===== src/rtl/segdac_pkg.sv =====
package segdac_pkg;

   localparam int unsigned DEF_CODE_W = 10;
   localparam int unsigned DEF_MSB_W  = 5;

   // number of equal-weight segments for a given upper-field width
   function automatic int unsigned seg_count(input int unsigned msb_w);
      return (1 << msb_w) - 1;
   endfunction

endpackage


===== src/rtl/segdac_inreg.sv =====
module segdac_inreg #(
   parameter int unsigned W = 10
) (
   input  logic         clk,
   input  logic         rst_n,
   input  logic [W-1:0] d,
   output logic [W-1:0] q
);

   always_ff @(posedge clk) begin
      if (!rst_n) q <= '0;
      else        q <= d;
   end

endmodule


===== src/rtl/segdac_thermo.sv =====
module segdac_thermo #(
   parameter int unsigned MSB_W = 5,
   parameter int unsigned SEG_N = 31
) (
   input  logic [MSB_W-1:0] upper,
   output logic [SEG_N-1:0] therm
);

   if (SEG_N != (1 << MSB_W) - 1) begin : g_bad_cfg
      $error("segdac_thermo: SEG_N must equal 2**MSB_W-1");
   end

   // one magnitude comparator per segment keeps the code monotonic
   for (genvar k = 0; k < SEG_N; k++) begin : g_seg
      assign therm[k] = (upper > MSB_W'(k));
   end

endmodule


===== src/rtl/segdac_switch_reg.sv =====
module segdac_switch_reg #(
   parameter int unsigned SEG_N = 31,
   parameter int unsigned LSB_W = 5
) (
   input  logic             clk,
   input  logic             rst_n,
   input  logic             sleep,
   input  logic [SEG_N-1:0] therm_d,
   input  logic [LSB_W-1:0] lsb_d,
   output logic [SEG_N-1:0] seg_a,
   output logic [SEG_N-1:0] seg_b,
   output logic [LSB_W-1:0] lsb_a,
   output logic [LSB_W-1:0] lsb_b
);

   // both polarities get their own flops so every line moves on one edge
   always_ff @(posedge clk) begin
      if (!rst_n) begin
         seg_a <= '0;
         lsb_a <= '0;
         seg_b <= '1;
         lsb_b <= '1;
      end else if (sleep) begin
         seg_a <= '0;
         lsb_a <= '0;
         seg_b <= '0;
         lsb_b <= '0;
      end else begin
         seg_a <= therm_d;
         lsb_a <= lsb_d;
         seg_b <= ~therm_d;
         lsb_b <= ~lsb_d;
      end
   end

endmodule


===== src/rtl/segdac_wsum.sv =====
module segdac_wsum #(
   parameter int unsigned SEG_N  = 31,
   parameter int unsigned LSB_W  = 5,
   parameter int unsigned CODE_W = 10
) (
   input  logic [SEG_N-1:0]  seg,
   input  logic [LSB_W-1:0]  lsb,
   output logic [CODE_W-1:0] total
);

   localparam logic [CODE_W-1:0] SEG_WEIGHT = CODE_W'(1) << LSB_W;

   always_comb begin
      total = CODE_W'(lsb);
      for (int k = 0; k < int'(SEG_N); k++) begin
         if (seg[k]) total = total + SEG_WEIGHT;
      end
   end

endmodule


===== src/rtl/segdac_decoder.sv =====
module segdac_decoder #(
   parameter int unsigned CODE_W = segdac_pkg::DEF_CODE_W,
   parameter int unsigned MSB_W  = segdac_pkg::DEF_MSB_W
) (
   input  logic                                    clk,
   input  logic                                    rst_n,
   input  logic                                    sleep,
   input  logic [CODE_W-1:0]                       code_in,
   output logic [segdac_pkg::seg_count(MSB_W)-1:0] seg_a,
   output logic [segdac_pkg::seg_count(MSB_W)-1:0] seg_b,
   output logic [CODE_W-MSB_W-1:0]                 lsb_a,
   output logic [CODE_W-MSB_W-1:0]                 lsb_b,
   output logic [CODE_W-1:0]                       sum_a
);

   localparam int unsigned LSB_W = CODE_W - MSB_W;
   localparam int unsigned SEG_N = segdac_pkg::seg_count(MSB_W);

   if (MSB_W < 1 || MSB_W > 8) begin : g_bad_msb
      $error("segdac_decoder: MSB_W must be 1..8");
   end
   if (CODE_W <= MSB_W) begin : g_bad_code
      $error("segdac_decoder: CODE_W must exceed MSB_W");
   end

   logic [CODE_W-1:0] code_q;
   logic [SEG_N-1:0]  therm;

   segdac_inreg #(.W(CODE_W)) u_inreg (
      .clk   (clk),
      .rst_n (rst_n),
      .d     (code_in),
      .q     (code_q)
   );

   segdac_thermo #(.MSB_W(MSB_W), .SEG_N(SEG_N)) u_thermo (
      .upper (code_q[CODE_W-1:LSB_W]),
      .therm (therm)
   );

   segdac_switch_reg #(.SEG_N(SEG_N), .LSB_W(LSB_W)) u_swreg (
      .clk     (clk),
      .rst_n   (rst_n),
      .sleep   (sleep),
      .therm_d (therm),
      .lsb_d   (code_q[LSB_W-1:0]),
      .seg_a   (seg_a),
      .seg_b   (seg_b),
      .lsb_a   (lsb_a),
      .lsb_b   (lsb_b)
   );

   segdac_wsum #(.SEG_N(SEG_N), .LSB_W(LSB_W), .CODE_W(CODE_W)) u_wsum (
      .seg   (seg_a),
      .lsb   (lsb_a),
      .total (sum_a)
   );

endmodule


===== config.mk =====
export PLATFORM = sky130hd
export DESIGN_NAME = segdac_decoder
export DESIGN_NICKNAME = d
export VERILOG_FILES = /design/src/rtl/segdac_pkg.sv /design/src/rtl/segdac_inreg.sv /design/src/rtl/segdac_thermo.sv /design/src/rtl/segdac_switch_reg.sv /design/src/rtl/segdac_wsum.sv /design/src/rtl/segdac_decoder.sv
export SDC_FILE = /design/constraint.sdc
export NUM_CORES = 1
export LEC_CHECK = 0
export BUFFER_PORTS_ARGS = -buffer_cell sky130_fd_sc_hd__buf_2
export CAP_MARGIN = 10
export CORE_UTILIZATION = 40
export DETAILED_ROUTE_END_ITERATION = 16
export PLACE_DENSITY_LB_ADDON = 0.1
export SYNTH_ARGS = -nofsm -noshare
export SYNTH_HDL_FRONTEND = slang
export SYNTH_SLANG_ARGS = --single-unit

===== constraint.sdc =====
create_clock -name clk -period 39.2 [get_ports clk]
set_clock_uncertainty 0.15 [all_clocks]
set_input_delay 3.92 -clock clk [delete_from_list [all_inputs] [get_ports clk]]
set_output_delay 3.92 -clock clk [all_outputs]
set_load 0.02 [all_outputs]

Word level (Yosys, flattened, before mapping)
Index checks and enable logic that the tools add are counted.
{ "op_classes": {"reduce_logical": 1, "magnitude_cmp": 31, "mux": 33, "n_addsub": 31, "n_bitwise": 3} }
{ "op_table": {"columns": ["operator", "n"], "rows": [
  ["$mux W10", 31],
  ["$add A10 B6 Y10 const B", 30],
  ["$gt A5 B5 Y1 const B", 15],
  ["$gt A5 B4 Y1 const B", 8],
  ["$mux W31", 1],
  ["$not A31 Y31", 1],
  ["$gt A5 B3 Y1 const B", 4],
  ["$gt A5 B1 Y1 const B", 2],
  ["$gt A5 B2 Y1 const B", 2],
  ["$add A5 B6 Y7 const B", 1],
  ["$mux W5", 1],
  ["$not A5 Y5", 1],
  ["$reduce_or A2 Y1", 1],
  ["$not A1 Y1", 1]
]} }
{ "word_totals": {"output_inout_bits": 82, "reg_bits": 82, "elab_cells": 104} }

Longest topological paths before layout
Gate-level depths: netlist of run 1.
{ "depth": {"depth_word": 62, "depth_mapped": 91, "ltp_nobuf": 90} }

Cells and area by module
A second synthesis of run 1 with hierarchy kept.
{ "hier_totals": {"cells_unflattened": 798, "hier_area_um2": 6661.4} }
{ "by_module_without_submodules": {"columns": ["module", "seq_area_each_um2", "area_each_um2", "n_inst", "cells_each"], "rows": [
  ["segdac_wsum", 0.0, 4093.9, 1, 563],
  ["segdac_switch_reg", 1441.4, 1999.4, 1, 158],
  ["segdac_thermo", 0.0, 305.3, 1, 57],
  ["segdac_inreg", 200.2, 262.8, 1, 20]
]} }

Least setup slack after synthesis of run 1
Ideal clock, no wire load.
{ "synth_path": {"path_type": "register -> output", "startpoint": "register u_swreg.seg_a[0]", "endpoint": "output sum_a[9]", "t_arrival_ns": 14.969, "stages_incl_launch_ff": 92, "setup_slack_ns": 20.161, "t_required_ns": 35.130, "path_cell_list": "dfxtp_1 > inv_1 > ha_1 > buf_6 > xor2_1 > ha_1 > xor2_1 > mux2i_1 > xnor2_1 > a21oi_1 > ha_1 > nand2_1 > o31ai_1 > nor2_1 > xnor2_1 > mux2_2 > ha_1 > nand2_1 > (+56 left out) > xnor2_1 > nand2_1 > o21ai_0 > ha_1 > nand2_1 > o221a_2 > xnor2_1 > a21oi_1 > a21oi_1 > ha_1 > nand2_1 > o21ai_0 > ha_1 > nand2_1 > o21ai_0 > o2bb2ai_1 > mux2i_1 > xnor3_1"} }
{ "synth_between": {"elab_chain_len": 61} }
{ "synth_lines": {"columns": ["element", "line", "text"], "rows": [
  ["start, declared", "segdac_switch_reg.sv:10", "output logic [SEG_N-1:0] seg_a,"],
  ["start signal, assigned", "segdac_switch_reg.sv:29", "seg_a <= therm_d;"],
  ["$mux W10 (*)", "segdac_wsum.sv:16", "if (seg[k]) total = total + SEG_WEIGHT;"],
  ["$add A10 B6 Y10", "segdac_wsum.sv:16", null],
  ["$mux W10 (*)", "segdac_wsum.sv:16", null],
  ["$add A10 B6 Y10", "segdac_wsum.sv:16", null],
  ["$mux W10 (*)", "segdac_wsum.sv:16", null],
  ["$add A10 B6 Y10", "segdac_wsum.sv:16", null],
  ["$mux W10 (*)", "segdac_wsum.sv:16", null],
  ["$add A10 B6 Y10", "segdac_wsum.sv:16", null],
  ["(+45 left out)", null, null],
  ["$add A10 B6 Y10", "segdac_wsum.sv:16", null],
  ["$mux W10 (*)", "segdac_wsum.sv:16", null],
  ["$add A10 B6 Y10", "segdac_wsum.sv:16", null],
  ["$mux W10 (*)", "segdac_wsum.sv:16", null],
  ["$add A10 B6 Y10", "segdac_wsum.sv:16", null],
  ["$mux W10 (*)", "segdac_wsum.sv:16", null],
  ["$add A10 B6 Y10", "segdac_wsum.sv:16", null],
  ["$mux W10 (*)", "segdac_wsum.sv:16", null],
  ["end, declared", "segdac_decoder.sv:13", "output logic [CODE_W-1:0] sum_a"]
]} }
Every way passes the cells marked *; elsewhere a longest branch is shown, timed or not.

Worst setup path after layout of run 1
Ends and elaborated chain as after synthesis.

==> results.txt, run 1 <==
- Origin of the critical flop-to-flop path: u_inreg.q[9]$_SDFF_PN0_
- Tcrit/Tclk final: 0.541
- CTS H-tree depth: 3
* Comb pwr share: 0.525
* Class of the tightest hold or removal check: flop to flop
- CTS placed an instance of clkbuf_16 at the clock tree root.
- Layout Utilization: 0.461
- Among all stages on the critical path, the largest delay is contributed by a2111oi_0.
- Avg Vias per Cell: about 5
- Gates resized, CTS repair: 0
- Yosys top cell area share: 0.253
- Maximum fanout encountered on the critical timing path: 7
* Clk sink count: 82
- Pins over their slew limit: 0
- Post-CTS Hold Buffers: 0
* Aggregate global-route resource usage: 0.178
* DIE WIDTH: ~130 um
- Source of the critical timing path: u_swreg.seg_a[0]$_SDFF_PP0_
- Cell types with the largest area share after synthesis: dfxtp_1 (25%), xnor2_1 (9.8%), ha_1 (6.2%), xor2_1 (4.7%), nand2_1 (4.2%)
- Headroom to the max-slew limit came out at 0.464.
* Synthesis-to-layout area growth: 12.9%
* Worst Path Arrival: 17.14 ns
* Launching element type of the critical path: flop
* Diodes inserted: 0
- The die covers ~17000 sq um.
- No sink is reached through more buffers than the 2 on the longest clock path.
- Summing internal, switching and leakage power gives 0.000382 W.
* Post-synth design cell area: 6490 sq um
- I/O Pins: 95
- Setup repair after global routing left no endpoint under its margin.
* Actual slew at the worst max-slew pin: between 0.8 and 0.9 ns
* Floorplan row count: 46
- Wire length per cell: 14.0 um
* Wire length on met1: 7350 um
- Pwr Density: 52.1 nW/um^2
- Setup violations remaining at the end of the flow were counted as 0.
- Worst hold path startpoint: u_inreg.q[2]$_SDFF_PN0_
- Fill cells in the final layout number 1633.
- The first detailed-routing pass took 4 iterations.
- The region available for standard cell placement spans 15900 sq um.
- Of the total power, the share spent switching nets is 0.398.
* Post-DRT Antenna Nets: 0
- The critical path is of the flop to primary output type.
- Cell Count Post-Placement: about 1000
* Global-route wire length before repair: 24300 um
- Counting every instance in the synthesized netlist gives 783.
* Detailed-routed wire length on met2: 6850 um
- Wire segments on met3 add up to ~510 um in the final route.
- Synth unique cells: 72
- TritonCTS built the clock tree.
- Max VDD drop: 0.0275 mV
- Final critical-path required period: 21.21 ns
- Cell internal pwr: 0.000230 W
- Net switching power: 0.000152 W
* Leakage: approximately 3.1 nW
- For this run, the post-layout net count is 881.
- The die is 129 um tall.
- Post-synthesis sequential area ratio: 0.253
- The synthesized design contains 0 enable-type register cells.
- Run status: complete, no violations
* Overall routed net length: approximately 15000 um
* Maximum number of pins on one net before global-route repair: 40
- Highest metal used: met4
- Final hold violation count: 0
- The share of total power dissipated in sequential elements is 0.241.
- Synthesis produced a netlist with a net count of 828.
- Avg Synthesized Cell Area: 8.29 sq um
* Total CTS buffers: 9
* Dominant cell by count in the synthesized netlist: dfxtp_1
- The Yosys step of the flow raised 0 warnings.
- Cell mode on critical path: ha_1
- For this run, the number of standard cells in the final layout without fillers is 1057.
* Initial Util: 0.409
- Of all cell types, the one taking the most synthesized area is dfxtp_1.
- Clock group share of total power: 0.234
- Number of global-route vias before repair: 5073
- Of the cells placed in the final design, the portion with a size suffix greater than 1 is 0.178.
- The congestion estimate from routability-driven global placement came to about 0.8.
- Leading cell types by count after synthesis: dfxtp_1 (82), nand2_1 (73), xnor2_1 (73), nor2_1 (65), o21ai_0 (47)
* Dominant register cell in the synthesized netlist: dfxtp_1
- The HPWL after detailed placement is around 12000 um.
* Worst Setup End Kind: primary output
* Total setup buffers inserted after CTS: 0
- CP required: between 30 and 40 ns
- After clock tree synthesis, the clock-pin slew on the worst setup and hold paths is 0.06 ns.
- Remaining design rule violation count: 0
- The clock reaches the later pin of the worst-skew pair after around 0.33 ns.
* Highest clock rate: between 40 and 50 MHz
- Quantity of I/O buffers inserted on ports: 94
- The final route contains 5375 vias.
- Max Cap Viol: 0
* Count of routing violations after the opening detailed-route iteration: between 200 and 300
- Of all flip-flops after synthesis, the portion carrying an async set or reset was 0.
- Total Neg Setup Slack: 0 ns
- After global routing the overflow that remains totals 0.
- Longest individual stage delay on the worst path: 0.53 ns
- The initial antenna violation count came to 0.
- In this run, synthesis produced a sequential element count of just over 80.
[layer usage]
layer,vias up,global-route usage
met5,-,0
met4,0,0.0339
met3,11,0.0322
met2,82,0.294
met1,2479,0.243
li1,2803,-
[power groups by stage]
| stage | clock (W) | combinational, W | sequential (W) |
|---|---|---|---|
| 6_report | 0.0000895 | 0.000200 | 0.0000921 |
| 5_1_grt | 0.0000941 | 0.000224 | 0.0000928 |
| 4_1_cts | 0.0000915 | 0.000201 | 0.0000921 |
| 3_5_place_dp | 0 | 0.000200 | 0.0000939 |
| 3_3_place_gp | 0 | 0.000195 | 0.0000939 |
| 2_1_floorplan | 0 | 0.000162 | 0.0000953 |
[area by class of cell]
| cell class | instances | area [sq um] | area share |
|---|---|---|---|
| multi-input combinational | 610 | 4470 | 0.609 |
| sequential | 82 | 1640 | 0.224 |
| timing repair buffer | 95 | 478 | 0.0652 |
| tap | 216 | 270 | 0.0369 |
| clock buffer | 10 | 239 | 0.0326 |
| inverter | 38 | 145 | 0.0198 |
| clock inverter | 6 | 88.8 | 0.0121 |
[cells by family after synthesis]
logic type	after synthesis	synth area share
AND/OR/NAND/NOR	252	0.189
AO/OA/AOI/OAI	172	0.169
XOR/XNOR	134	0.236
buffers and inverters	91	0.0590
flip-flops	82	0.253
adder cells (fa/ha/maj)	32	0.0617
multiplexers	20	0.0322
[through the flow]
stage                     hold WS [ns]  area, sq um  setup slack [ns]
after CTS                        0.280         7330             17.92
after detailed placement         0.277         7000             18.32
after global placement           0.260         7000             19.07
after global routing             0.292         7330             16.38
after floorplan                  0.253         6490             20.16
final                            0.277         7330             17.99
[sequential cells by signal, indices dropped and copies added, names as in the netlist]
name,cells
u_inreg.q,10
u_swreg.lsb_a,5
u_swreg.lsb_b,5
u_swreg.seg_a,31
u_swreg.seg_b,31
[cells in the final DEF (no fill, tap or decap), drive strengths merged, types with 3 or more instances in the layout]
master  count
a211oi      6
a21o        6
a21oi      43
a31oi       6
a41oi       4
and2       27
and3        8
buf        95
clkbuf     10
dfxtp      82
ha         32
inv        39
mux2        4
mux2i      16
nand2      73
nand2b      8
nand3      21
nand3b      6
nand4       3
nand4b      3
nor2       65
nor2b       5
nor3       14
nor3b       3
o211ai      5
o21a       10
o21ai      50
o22ai       3
o311ai      5
o31ai      10
or2         4
or3b        4
xnor2      82
xnor3      10
xor2       40
[worst max-delay path: cells and delay by family, from the launching register on]
family | cells | cell delay [ns]
fa+ha+maj | 16 | 4.74
compound gates | 31 | 5.38
simple gates | 19 | 1.68
flops | 1 | 0.41
xor+xnor | 15 | 2.99
mux | 5 | 1.16
buf+inv | 5 | 0.41
[worst paths after layout]
kind	end	slack (ns)	cells past startpoint
worst max-delay path	sum_a[9]	17.99	91
worst min register to register	u_swreg.lsb_b[2]$_SDFF_PN1_	0.28	1
worst max register to register	u_swreg.seg_b[18]$_SDFF_PN1_	37.26	5
worst min-delay path	u_swreg.lsb_b[2]$_SDFF_PN1_	0.28	1
Note: power is estimated with default switching activity, not from simulation.
==> run 2: changes to the inputs <==
==> constraint.sdc (replaced) <==
create_clock -name clk -period 21.4 [get_ports clk]
set_clock_uncertainty 0.15 [all_clocks]
set_input_delay 2.14 -clock clk [delete_from_list [all_inputs] [get_ports clk]]
set_output_delay 2.14 -clock clk [all_outputs]
set_load 0.02 [all_outputs]
==> results.txt, run 2 (synthesis results as in run 1) <==
- STA classifies the critical path startpoint as a flop.
- Total CTS buffers: 9
- Total core area: 15900 sq um
- For this configuration, the core starts out at a cell density of 0.409.
- Measured along the x axis, the die boundary spans 129 um.
- CTS built an H-tree with a depth of 3.
- Summed over all layers, the routed wires come to 14700 um.
- Global-route wire length before repair: 24100 um
* Pwr Density: 94.8 nW/um^2
* Run status: complete, no violations
- Setup violations remaining at the end of the flow were counted as 0.
- Delay-heaviest family, CP: compound AO/OA/AOI/OAI gates
- For this design, the slowest cell found on the critical path is a2111oi_0.
* Kind of critical path: flop to primary output
* Net switching power: between 0.0002 and 0.0003 W
* Quantity of I/O buffers inserted on ports: 94
- Actual slew at the worst max-slew pin: 0.752 ns
- IR analysis of the VDD net gives a maximum drop of 0.0430 mV.
- Clock group share of total power: 0.236
- The most numerous cell type found on the critical path is ha_1.
- Commonest non-fill, non-tap cell in the layout: buf_2
* Worst Setup End Kind: primary output
- In the routed design, unresolved DRC markers number 0.
- Tcrit/Tclk final: 0.906
- Total setup buffers inserted after CTS: 0
- Met1 Track Usage GR: 0.244
- The finished cells cover 7330 sq um.
- In the global route stage, met3 resource usage came out at 0.0314.
- Biggest regs: u_swreg.seg_a: 31 flops, u_swreg.seg_b: 31 flops, u_inreg.q: 10 flops
* Synthesis-to-layout area growth: 12.9%
- Final non-filler cell total: 1057
- The clock passes through at most 2 buffers.
* Antenna violations before repair: 0
- Via total after detailed routing: ~5400
- Worst slew slack as a fraction of its limit: 0.492
- The global routing stage identified its most utilized layer as met2.
- Along the worst path, the maximum fanout reaches 7.
- Entering global routing, the biggest net connects 40 pins.
- Post-DP HPWL: 11300 um
- Cell internal pwr: between 0.0004 and 0.0005 W
- The tightest min-delay check is of the flop to flop type.
- Height of the die: between 100 and 150 um
- CTS placed an instance of clkbuf_16 at the clock tree root.
* Longest individual stage delay on the worst path: 0.56 ns
- Of the total power, combinational logic draws 0.522.
* Final net count: 881
- Gates resized, CTS repair: 0
* GRT Residual Overflow: 0
- Buffers inserted to repair hold after CTS numbered 0.
- Highest-count cells in the layout ignoring fill and taps: buf_2 (94), dfxtp_1 (82), xnor2_1 (73), nand2_1 (73), nor2_1 (65)
* Share of post-route cells with drive strength above 1: 0.178
* Cell Count Post-Placement: 1041
- Setup repair after global routing left no endpoint under its margin.
- Met2 usage in global routing: 0.290
* Latest clock arrival within the worst-skew pair: ~0.33 ns
* Clk sink count: 82
* Wire length per cell: approximately 14 um
- TritonCTS clock tree: done
* Post-DRT Antenna Nets: 0
* Highest clock rate: 51.6 MHz
* Pins over their slew limit: 0
- Sw Ratio: 0.399
* CP required: 19.11 ns
- The final number of hold-violating endpoints was 0.
- Data arrives at the worst endpoint at 17.09 ns.
- For this run, the detailed router's first-pass iteration total came to 5.
* Total Neg Setup Slack: 0 ns
- Die ar.: 16700 sq um
- I/O Pins: 95
- Final critical-path required period: about 19 ns
- WP buf/inv: 5
- The placed instances occupy a cell area of 7000 sq um.
- Avg Vias per Cell: 5.11
* Sequential Power Share: 0.243
* Diodes inserted: 0
- Max Cap Viol: 0
- Floorplan row count: 46
* Layout Utilization: 0.461
* Leakage: around 3.1 nW
- Clock-pin slew on the worst setup and hold paths: 0.06 ns
* Count of routing violations after the opening detailed-route iteration: between 300 and 400
* Aggregate global-route resource usage: 0.177
- The number of global-route vias before repair is about 5000.
- At the end of routability-driven placement, the weighted congestion stood at about 0.80.
-- run 2: changes by cell type in the layout (fill, tap and decap cells not counted) --
cell and delta:
clkbuf_8 -1, inv_8 +1, inv_6 -1, clkinvlp_4 +1
clkinv_2 -1, clkinv_4 +1
-- run 2: layout make-up --
type,count,area (sq um)
sequential,82,1640
fill,1589,8560
inverter,38,145
timing repair buffer,95,478
multi-input combinational,610,4470
clock buffer,9,225
clock inverter,7,103
tap,216,270
-- run 2: per-layer routing --
metal	share of wire	up-vias
met3	0.031	11
met4	0.0067	0
met1	0.49	2510
li1	-	2793
met5	0	-
met2	0.47	85
-- run 2: through the flow --
stage / worst slack, ns / total power, W / hold slack [ns]
5_1_grt: 0.245 / 0.000749 / 0.305
3_5_place_dp: 2.41 / 0.000534 / 0.273
6_report: 2.02 / 0.000695 / 0.277
4_1_cts: 2.01 / 0.000701 / 0.281
3_3_place_gp: 3.06 / 0.000527 / 0.260
2_1_floorplan: 4.14 / 0.000471 / 0.253
-- run 2: worst register-to-register path, cell delays in order (launching register included) --
cell and delay [ns]:
dfxtp_1 0.71, or2_2 0.32, and2_1 0.24, inv_1 0.09, nor2_1 0.19, a41oi_1 0.09
-- run 2: power by group through the flow --
stage / sequential [W] / combinational (W) / clock [W]
after global routing: 0.000170 / 0.000407 / 0.000172
final: 0.000169 / 0.000363 / 0.000164
after CTS: 0.000169 / 0.000365 / 0.000168
after global placement: 0.000172 / 0.000355 / 0
after detailed placement: 0.000172 / 0.000362 / 0
after floorplan: 0.000175 / 0.000296 / 0
-- run 2: worst paths after layout --
| path | start | end | slack, ns | depth (start not counted) |
|---|---|---|---|---|
| worst max-delay path | u_swreg.seg_a[0]$_SDFF_PP0_ | sum_a[9] | 2.02 | 91 |
| worst min-delay path | u_inreg.q[1]$_SDFF_PN0_ | u_swreg.lsb_b[1]$_SDFF_PN1_ | 0.28 | 1 |
| worst max register to register | u_inreg.q[9]$_SDFF_PN0_ | u_swreg.seg_b[18]$_SDFF_PN1_ | 19.45 | 5 |
| worst min register to register | u_inreg.q[1]$_SDFF_PN0_ | u_swreg.lsb_b[1]$_SDFF_PN1_ | 0.28 | 1 |
==> run 3: changes to the inputs <==
--- a/config.mk
+++ b/config.mk
@@ -5,10 +5,10 @@
 export SDC_FILE = /design/constraint.sdc
 export NUM_CORES = 1
 export LEC_CHECK = 0
-export BUFFER_PORTS_ARGS = -buffer_cell sky130_fd_sc_hd__buf_2
 export CAP_MARGIN = 10
 export CORE_UTILIZATION = 40
 export DETAILED_ROUTE_END_ITERATION = 16
+export DONT_BUFFER_PORTS = 1
 export PLACE_DENSITY_LB_ADDON = 0.1
 export SYNTH_ARGS = -nofsm -noshare
 export SYNTH_HDL_FRONTEND = slang
==> results.txt, run 3 (synthesis results as in run 1) <==
- The run finished with clean final reports.
- Post-CTS Hold Buffers: 0
- Clock latency on the worst-skew pair, taken at its later pin, is 0.33 ns.
- Wire length per cell: 15.2 um
* Leakage: 2.70 nW
- Pwr Density: 97.2 nW/um^2
- The critical path in this run is classified as flop to primary output.
- The worst setup path is launched from a flop.
- Leaving out fill and tap cells, the most frequent cell in the layout is dfxtp_1.
- Synthesis-to-layout area growth: 4.80%
- Clock-pin slew was measured on the worst setup and hold paths at 0.06 ns.
* Floorplan row count: 46
- Number of global-route vias before repair: 4854
- The worst-case IR drop observed on VDD is 0.0469 mV.
* Tcrit/Tclk final: 0.920
* Maximum fanout encountered on the critical timing path: 7
* Count of routing violations after the opening detailed-route iteration: 274
- Highest-count cells in the layout ignoring fill and taps: dfxtp_1 (82), xnor2_1 (73), nand2_1 (73)
* Worst Setup End Kind: primary output
- Actual slew at the worst max-slew pin: 0.809 ns
* Maximum number of pins on one net before global-route repair: 40
* TritonCTS clock tree: done
* Highest metal used: met4
- The repair_antennas step left the layout with diodes totalling 0.
- Worst Path Arrival: approximately 17 ns
- The count of final max-slew check failures was 0.
- Total Neg Setup Slack: 0 ns
- The initial antenna violation count was 0.
- Detailed-routed wire length on met2: 6980 um
* Total CTS buffers: 9
* Final hold violation count: 0
- After global routing the overflow that remains totals 0.
- The detailed router put a total of 6940 um of wire on met1.
- In the routed layout, each cell is associated on average with a via count of about 5.3.
* Count of final setup violators: 0
- For this design, the slowest cell found on the critical path is xnor3_1.
* I/O Pins: 95
- Among the stages of the critical path, the cell type that occurs most often is ha_1.
* Final non-filler cell total: ~960
* Longest individual stage delay on the worst path: approximately 0.54 ns
* First-pass detailed-route iteration total: 4
- Across every metal layer, demand over resource in global routing totals 0.177.
- Timing would allow up to a little over 50 MHz.
- Global-route wire length before repair: ~24000 um
* Biggest regs: u_swreg.seg_a: 31 flops, u_swreg.seg_b: 31 flops, u_inreg.q: 10 flops
- Final net count: 787
- RSZ-0062 raised after global routing: false
- CTS placed an instance of clkbuf_16 at the clock tree root.
- DIE WIDTH: 129 um
- Port buffering added 0 buffers.
* Share of post-route cells with drive strength above 1: 0.0723
* Cell Count Post-Placement: approximately 950
- Measured along the y axis, the die boundary spans between 100 and 150 um.
- The routed design has 14700 um of wire.
* Worst slew slack as a fraction of its limit: 0.460
- Clk sink count: just over 80
* Minimum hold slack: 0.282 ns
- Class of the tightest hold or removal check: flop to flop
- Via total after detailed routing: ~5100
- CTS H-tree depth: 3
- The longest clock path from root to sink contains 2 buffers.
* Remaining design rule violation count: 0
* CP required: between 15 and 20 ns
- Final critical-path required period: 19.68 ns
- Total core area: 15900 sq um
- Post-DP HPWL: between 10000 and 15000 um
* Die ar.: 16700 sq um
- Routability-driven placement congestion ratio: 0.796
- Max Cap Viol: 0
- For this configuration, the core starts out at a cell density of 0.409.
- In this run the remaining antenna-violating nets after routing total 0.
* Routed wire length on met3: roughly 620 um
-- run 3: changes by cell type in the layout (fill, tap and decap cells not counted), sizes merged --
cell      delta
clkinv       +2
clkbuf       +4
clkinvlp     -3
inv          -1
buf         -94
bufinv       -2
-- run 3: worst max-delay path, delay by kind of cell (launching register included) --
kind	cells	cell delay, ns
DFF	1	0.52
AOI/OAI and AO/OA	31	5.36
and+or+nand+nor	19	1.73
muxes	5	1.20
buffers and inverters	4	0.27
adders and majority gates	16	4.88
xor gates and xnor gates	15	3.09
-- run 3: final timing paths --
path / from / end / slack, ns / depth (start not counted)
max: u_swreg.seg_a[0]$_SDFF_PP0_ / sum_a[9] / 1.72 / 90
min: u_inreg.q[1]$_SDFF_PN0_ / u_swreg.lsb_b[1]$_SDFF_PN1_ / 0.28 / 1
max reg2reg: u_inreg.q[9]$_SDFF_PN0_ / u_swreg.seg_b[18]$_SDFF_PN1_ / 19.40 / 5
min reg2reg: u_inreg.q[1]$_SDFF_PN0_ / u_swreg.lsb_b[1]$_SDFF_PN1_ / 0.28 / 1
-- run 3: metal layers --
| layer | GRT usage | vias up |
|---|---|---|
| met5 | 0 | - |
| met4 | 0.0408 | 0 |
| met3 | 0.0396 | 11 |
| met2 | 0.299 | 70 |
| met1 | 0.229 | 2403 |
| li1 | - | 2622 |
-- run 3: cell type report --
class | instances | area, sq um
Inverter | 38 | 145
Fill cell | 1620 | 9080
Timing Repair Buffer | 1 | 7.51
Sequential cell | 82 | 1640
Clock inverter | 3 | 15.0
Clock buffer | 13 | 250
Tap cell | 216 | 270
Multi-Input combinational cell | 610 | 4470
-- run 3: power by group --
part           internal, W  switching (W)
Clock            0.0000811      0.0000546
Combinational     0.000148       0.000199
Sequential        0.000160      0.0000186
Total             0.000389       0.000272
-- run 3: timing repair --
action                                  CTS  global route
hold endpoints to repair                  0             0
endpoints found under the setup margin    0             1
resized for setup                         0             2
setup buffers                             0             0
-- run 3: through the flow --
step	util	power, W	cell area [sq um]	worst slack (ns)
global route	0.428	0.000716	6800	0.0348
global placement	0.411	0.000520	6530	2.30
CTS	0.428	0.000666	6800	1.50
finish	0.428	0.000661	6800	1.72
floorplan	-	0.000471	6490	4.14
detailed placement	0.411	0.000528	6530	1.92
